$ cat config.mk
export PLATFORM = sky130hd
export DESIGN_NAME = pwm_shadow_bank
export DESIGN_NICKNAME = d
export VERILOG_FILES = /design/src/rtl/pwm_shadow_bank.sv
export SDC_FILE = /design/constraint.sdc
export NUM_CORES = 2
export LEC_CHECK = 0
export BUFFER_PORTS_ARGS = -buffer_cell sky130_fd_sc_hd__buf_2
export CAP_MARGIN = 0
export CORE_MARGIN = 4
export CORE_UTILIZATION = 30
export DETAILED_ROUTE_END_ITERATION = 16
export GPL_TIMING_DRIVEN = 0
export HOLD_SLACK_MARGIN = 0.15
export PLACE_DENSITY = 0.52
export SETUP_SLACK_MARGIN = 0.1
export SLEW_MARGIN = 20
export SYNTH_ARGS = -nofsm -noshare
export SYNTH_HDL_FRONTEND = slang
export SYNTH_SLANG_ARGS = --single-unit
$ cat constraint.sdc
create_clock -name clk -period 9.25 [get_ports clk]
set_input_delay 0.4625 -clock clk [delete_from_list [all_inputs] [get_ports clk]]
set_output_delay 0.4625 -clock clk [all_outputs]
set_load 0.05 [all_outputs]
$ cat src/rtl/pwm_shadow_bank.sv
module pwm_shadow_bank #(
  parameter int NUM_CH = 6,
  parameter int W      = 32,
  parameter int ADDR_W = 8
) (
  input  logic              clk,
  input  logic              rst_n,
  input  logic              psel,
  input  logic              penable,
  input  logic              pwrite,
  input  logic [ADDR_W-1:0] paddr,
  input  logic [W-1:0]      pwdata,
  output logic [W-1:0]      prdata,
  output logic [NUM_CH-1:0] pwm_out
);
  localparam int WIN_LSB = 5;
  localparam int CH_W    = ADDR_W - WIN_LSB;
  localparam logic [9:0] RST_CTL = 10'h120;

  logic [9:0]   ctl_q      [NUM_CH];
  logic [W-1:0] sh_per_q   [NUM_CH];
  logic [W-1:0] sh_act_q   [NUM_CH];
  logic [W-1:0] live_per_q [NUM_CH];
  logic [W-1:0] live_act_q [NUM_CH];
  logic [W-1:0] cnt_q      [NUM_CH];
  logic [NUM_CH-1:0] started_q;

  logic [NUM_CH-1:0] wctl, wper, wact, st_e, up_e, srst, act;
  logic [CH_W-1:0]   rch;
  logic [WIN_LSB-1:0] off;
  logic bus_wr;

  assign rch    = paddr[ADDR_W-1:WIN_LSB];
  assign off    = paddr[WIN_LSB-1:0];
  assign bus_wr = psel && penable && pwrite;

  always_comb begin
    for (int i = 0; i < NUM_CH; i++) begin
      wctl[i] = bus_wr && (rch == CH_W'(i)) && (off == 5'h00);
      wper[i] = bus_wr && (rch == CH_W'(i)) && (off == 5'h08);
      wact[i] = bus_wr && (rch == CH_W'(i)) && (off == 5'h0C);
      st_e[i] = wctl[i] && pwdata[0] && !ctl_q[i][0];
      up_e[i] = wctl[i] && pwdata[2] && !ctl_q[i][2];
      srst[i] = wctl[i] && pwdata[1];
      act[i]  = started_q[i] && (cnt_q[i] < live_act_q[i]);
      pwm_out[i] = ctl_q[i][8] ? act[i] : !act[i];
    end
  end

  always_ff @(posedge clk or negedge rst_n) begin
    if (!rst_n) begin
      started_q <= '0;
      for (int i = 0; i < NUM_CH; i++) begin
        ctl_q[i]      <= RST_CTL;
        sh_per_q[i]   <= '0;
        sh_act_q[i]   <= '0;
        live_per_q[i] <= '0;
        live_act_q[i] <= '0;
        cnt_q[i]      <= '0;
      end
    end else begin
      for (int i = 0; i < NUM_CH; i++) begin
        if (wctl[i])
          ctl_q[i] <= {pwdata[9], started_q[i] ? ctl_q[i][8] : pwdata[8],
                       pwdata[7:2], 1'b0, pwdata[0] && !pwdata[1]};
        if (wper[i]) sh_per_q[i] <= pwdata;
        if (wact[i]) sh_act_q[i] <= pwdata;
        if (srst[i]) begin
          started_q[i]  <= 1'b0;
          cnt_q[i]      <= '0;
          live_per_q[i] <= '0;
          live_act_q[i] <= '0;
        end else begin
          if (up_e[i]) begin
            live_per_q[i] <= sh_per_q[i];
            live_act_q[i] <= sh_act_q[i];
          end
          if (st_e[i]) started_q[i] <= 1'b1;
          if (up_e[i] || st_e[i])
            cnt_q[i] <= '0;
          else if (started_q[i])
            cnt_q[i] <= (live_per_q[i] == '0 || cnt_q[i] >= live_per_q[i] - 1'b1)
                        ? '0 : cnt_q[i] + 1'b1;
        end
      end
    end
  end

  always_comb begin
    prdata = '0;
    for (int i = 0; i < NUM_CH; i++)
      if (psel && !pwrite && rch == CH_W'(i))
        case (off)
          5'h00:   prdata = {{(W-10){1'b0}}, ctl_q[i]};
          5'h08:   prdata = sh_per_q[i];
          5'h0C:   prdata = sh_act_q[i];
          5'h10:   prdata = {{(W-2){1'b0}}, pwm_out[i], started_q[i]};
          default: prdata = '0;
        endcase
  end

  for (genvar g = 0; g < NUM_CH; g++) begin : g_chk
    assert_start_sticky_R3: assert property (@(posedge clk) disable iff (!rst_n)
      (started_q[g] && !srst[g]) |=> started_q[g]);
    assert_pol_lock_R8: assert property (@(posedge clk) disable iff (!rst_n)
      started_q[g] |=> $stable(ctl_q[g][8]));
    assert_live_hold_R4: assert property (@(posedge clk) disable iff (!rst_n)
      (!up_e[g] && !srst[g]) |=> ($stable(live_per_q[g]) && $stable(live_act_q[g])));
    assert_cnt_bound_R2: assert property (@(posedge clk) disable iff (!rst_n)
      (started_q[g] && live_per_q[g] != '0) |-> (cnt_q[g] < live_per_q[g]));
    assert_zero_act_R6: assert property (@(posedge clk) disable iff (!rst_n)
      (live_act_q[g] == '0) |-> (pwm_out[g] != ctl_q[g][8]));
  end
endmodule

* Word-level counts from Yosys, hierarchy flattened *
Index checks and enable logic that the tools add are counted.

cells by class
  add/subtract/negate cells = 12
  multipliers = 0
  div/mod/pow operators = 0
  magnitude comparators = 12
  eq/ne operators = 8
  shift-type cells = 0
  mux-type cells = 78
  bitwise logic cells = 6
  reductions and logical operators = 134

operator list
  operator               number
  $mux 32                54
  $pmux 32 s4            6
  $add 32x1->32 const B  6
  $ge 32x32->1           6
  $logic_not 32->1       6
  $lt 32x32->1           6
  $sub 32x1->32 const B  6
  $logic_and 1x1->1      70
  $reduce_bool 2->1      12
  $logic_not 1->1        20
  $mux 1                 18
  $reduce_bool 3->1      6
  $logic_or 1x1->1       12
  $reduce_and 2->1       6
  $eq 5x4->1 const B     2
  $eq 3x2->1 const B     2
  $eq 3x3->1 const B     2
  $not 1->1              6
  $eq 5x5->1 const B     1
  $logic_not 5->1        1
  $eq 3x1->1 const B     1
  $logic_not 3->1        1

word-level totals
  flip-flop bits (word level) = 1020
  latch bits = 0
  RAM bits = 0
  memory bits (read-only) = 0
  input port bits = 45
  output and inout port bits = 38
  logic and storage cells = 298
  memories = 0

* Logic depth before layout (Yosys ltp) *
  depth after elaboration = 11
  gate-level depth with buffers = 21
  mapped depth without buffers = 19

* Worst setup path after synthesis *
Ideal clock, no wire load.

  kind = reg-to-output
  start = reg cnt_q[143] (netlist bit)
  end = out prdata[1]
  arrival = 5.312 ns
  data required time = 8.787 ns
  slack = 3.476 ns
  stages on the path, launching flop included = 10
  path buffers = 0
  cell sequence = dfrtp_1 -> ha_1 -> nand2_1 -> or4_1 -> o21ai_0 -> a211oi_1 -> xnor2_1 -> nor2b_1 -> a2111o_1 -> a2111oi_0

between the ends
  longest elaborated chain between the ends = 10

ends and longest elaborated chain
  item                             RTL line  source
  start, declared                  25        logic [W-1:0] cnt_q [NUM_CH];
  start signal, assigned by index  82        cnt_q[i] <= (live_per_q[i] == '0 || cnt_q[i] >= live_per_q[i] - 1'b1)
  $lt 32x32->1 (*)                 45        act[i] = started_q[i] && (cnt_q[i] < live_act_q[i]);
  $logic_and 1x1->1 (*)            45
  $logic_not 1->1                  46        pwm_out[i] = ctl_q[i][8] ? act[i] : !act[i];
  $mux 1 (*)                       46
  named net pwm_out[1]             14        output logic [NUM_CH-1:0] pwm_out
  $pmux 32 s4 (*)                  93        case (off)
  $mux 32 (*) (5 in series)        92        if (psel && !pwrite && rch == CH_W'(i))
  end, declared                    13        output logic [W-1:0] prdata,

Mark *: on every way through the listed nets, which the timed path passes. The rest lies on a longest branch.

* Final worst setup path *
  start = reg live_per_q[34] (netlist bit)
  end = reg cnt_q[52] (netlist bit)

between the ends
  longest elaborated chain between the ends = 7
  elaborated cells between the ends (all ways) = 8
  those cells by class = add/sub (1); order compare (1); mux (4); reduce/logical (2)

ends and longest elaborated chain
  item                             RTL line  source
  start, declared                  23        logic [W-1:0] live_per_q [NUM_CH];
  start signal, assigned by index  75        live_per_q[i] <= sh_per_q[i];
  $sub 32x1->32                    82
  $ge 32x32->1                     82
  $logic_or 1x1->1 (*)             82
  $mux 32 (*)                      83        ? '0 : cnt_q[i] + 1'b1;
  $mux 32 (*)                      81        else if (started_q[i])
  $mux 32 (*)                      79        if (up_e[i] || st_e[i])
  $mux 32 (*)                      68        if (srst[i]) begin

Mark *: on every way between the ends. The rest lies on a longest branch, timed or not. The select of a mux whose other input is x is not followed.
A chain may end at the register's enable or synchronous reset.

==> metrics.txt <==
startpoint types flop; PwrDens 156.4 mW/mm^2; total power 0.009979 W; DIE AREA 0.1925 sq mm; dpl ws 3317 ps; Tot GR Track Use 20.45%; largest area contributor in the netlist dfrtp_1; Post-Syn Area per Cell 10.53 sq um; synthesized netlist cell count 5,287; initial drt markers 4,095; area grow syn2layout 14.65%; Min-Delay Path Class input pin to async pin; Synth area leaders dfrtp_1, ha_1, mux2_2; Detailed Place HPWL 151,300 um; VDD IR max 0.1423 mV; Setup-failing EPs final 0; Yosys reg bits 1,020; initial antenna violation count 29; Die H 438.7 um; CTS Hold Bufs 23; Mapped Area 0.05566 sq mm; vias in the first global route 43,450; Clock Skew 34.98 ps; Netlist cell types 87; Vias 44,340; Starting Density 30.27%; final wirelength 201,100 um; Top delay family on crit path simple AND/OR/NAND/NOR gates; Max Slew Vio Count 0; Final Net Count 5,949; Clock Tree Root clkbuf_16; first-pass GRT wire length 296,000 um; fraction of layout cells with a size suffix above 1 14.22%; CP endpoint kind flop; Filler Cell Count 18,660; GPL Wtd Cong 1.020; slew of the pin with the lowest slew margin 1337 ps; total CTS buffers 116; crit-path cells or3_1, or4_4, nand2b_1, nor3_1, nand2_1, or2_2, nand2b_1, nor4_2, xnor2_1, ha_1, nand3_1, or3_1, or4_1, a211oi_1, o21a_1, o21ai_0, and2_1, buf_2, o21ai_4, buf_4, nor2_1; via density per instance 5.478; Pleak 30.52 nW; CP bufs+invs 2; cell row count 157; I/O Pins 83; Finished Core Util 34.70%; syn_nets 5,722; Synth top area share 45.32%; worst skew pair latency 750 ps; drt wl/cell 24.84 um; Synth Flop Type dfrtp_1; H-tree Lvls 3; Post-CTS Setup Bufs 0; EDFF count, synth 0; Peak Freq 167.2 MHz; Die W 438.7 um; yosys synthesis warning count 0; antenna-violating nets left 0; largest net degree at the start of global routing 133; post_cts resized 0; WP data arrival 6610 ps; detailed-route DRC error count 0; slack of the critical path 3268 ps; Max clock buf depth 3; CTS tree built; Max Cap Viol 0; global route overflow 0; Clock transition at path regs 60 ps; DRT Pass-1 Iters 9; Setup Total Neg Slack 0 ps; CP max-delay cell or4_1; Crit Path Max Fanout 10; Final period util 64.67%; final hold vios 0; FFs w/ async S/R, synth 100.0%; Port Buffer Count 73; area of the core 0.1839 sq mm; clk sinks 1,020; Seq/Total Area, Yosys 45.89%; RSZ-0062 raised after global routing false; CP max stage delay 600 ps; status finished clean; clock period minus worst slack 5982 ps; hold_ws 225.8 ps; WP data required 9880 ps; slew margin rel. 10.89%; crit path kind flop to flop
[synth_stat cells, drive strengths merged (67+ instances only)]
cell       n
buf       70
o22ai     69
nor3      87
xor2      67
clkbuf   229
xnor2    134
inv      238
ha       390
nand3    126
nand2    434
dfrtp   1008
and3      75
a22oi    134
o21ai    199
nand4     84
nor2     237
a21o     128
nor4      75
a22o     334
a21oi    180
mux2     398
[logic make-up (layout without fill, tap and decap cells)]
logic type / Yosys count / after routing / share of synthesized area, %
AND/OR/NAND/NOR: 1379 / 1379 / 12.65
AO/OA/AOI/OAI: 1344 / 1344 / 17.46
flip-flops: 1020 / 1020 / 45.89
buffers and inverters: 537 / 867 / 3.696
multiplexers: 416 / 416 / 8.376
adder cells (fa/ha/maj): 390 / 390 / 8.768
XOR/XNOR: 201 / 201 / 3.163
other: 0 / 13 / 0
[through the flow]
stage	cells	instance area, sq um
floorplan	5287	55660
global placement	7824	59100
detailed placement	7837	59450
CTS	8081	63780
global route	8089	63800
finish	8094	63810
[layout by cell type, fill, tap and decap left out, types with 30 or more instances in the layout]
cell	n
dfrtp_1	1008
nand2_1	433
mux2_2	398
ha_1	390
a22o_1	334
inv_1	238
nor2_1	236
clkbuf_1	229
o21ai_0	194
a21oi_1	180
xnor2_1	134
a22oi_1	134
a21o_1	128
nand3_1	125
clkbuf_16	117
buf_2	96
nand4_1	84
nor3_1	80
and3_1	75
o22ai_1	69
xor2_1	67
nor4_1	66
or3_1	62
a31oi_1	54
a222oi_1	54
buf_1	44
nand2b_1	42
nor2b_1	33
o31ai_1	32
clkinv_2	31
o221ai_1	30
[worst reg2reg max path, stage by stage (launching register included)]
cell	delay, ps
dfrtp_1	430
or3_1	420
or4_4	460
nand2b_1	260
nor3_1	400
nand2_1	140
or2_2	330
nand2b_1	180
nor4_2	200
xnor2_1	120
ha_1	300
nand3_1	110
or3_1	410
or4_1	600
a211oi_1	250
o21a_1	150
o21ai_0	150
and2_1	200
buf_2	180
o21ai_4	240
buf_4	230
nor2_1	70
[metal layers]
metal | track usage, % | part of all wire (%)
met4 | 10.51 | 5.6
met2 | 32.23 | 45
met1 | 27.77 | 44
met3 | 2.230 | 5.0
met5 | 0 | 0
[power breakdown]
part | switching (W) | total [W] | internal, W
clock | 0.00205 | 0.00497 | 0.00292
sequential | 0.0000640 | 0.00458 | 0.00451
combinational | 0.000311 | 0.000431 | 0.000120
total | 0.00243 | 0.00998 | 0.00755
[cell type report]
cell class | instances | area, sq um | share of cell area, %
multi-input cells | 3730 | 28090 | 44.02
flip-flops and latches | 1020 | 25540 | 40.03
clock buffers | 154 | 3237 | 5.073
well taps | 2464 | 3083 | 4.832
plain buffers | 299 | 1187 | 1.861
inverters | 238 | 893.4 | 1.400
repair buffers | 109 | 885.9 | 1.388
clock inverters | 67 | 863.3 | 1.353
diodes | 13 | 32.53 | 0.05098
[sequential cells by signal (all words and copies together) (netlist names)]
register / cells
cnt_q: 192
ctl_q: 54
live_act_q: 192
live_per_q: 192
sh_act_q: 192
sh_per_q: 192
started_q: 6
[worst paths after layout]
kind / startpoint / end / slack (ps) / depth (start not counted)
min in group clk: paddr[5] / ctl_q[25]$_DFFE_PN1P_ / 270 / 5
hold reg to reg: ctl_q[5]$_DFFE_PN1P_ / ctl_q[5]$_DFFE_PN1P_ / 460 / 2
setup reg to reg: live_per_q[34]$_DFFE_PN0P_ / cnt_q[52]$_DFFE_PN0P_ / 3270 / 21
max in group asynchronous: rst_n / cnt_q[48]$_DFFE_PN0P_ / 6470 / 6
hold / removal: rst_n / cnt_q[177]$_DFFE_PN0P_ / 230 / 2
setup / recovery: live_per_q[34]$_DFFE_PN0P_ / cnt_q[52]$_DFFE_PN0P_ / 3270 / 21
Power figures use the tool's default switching activity.
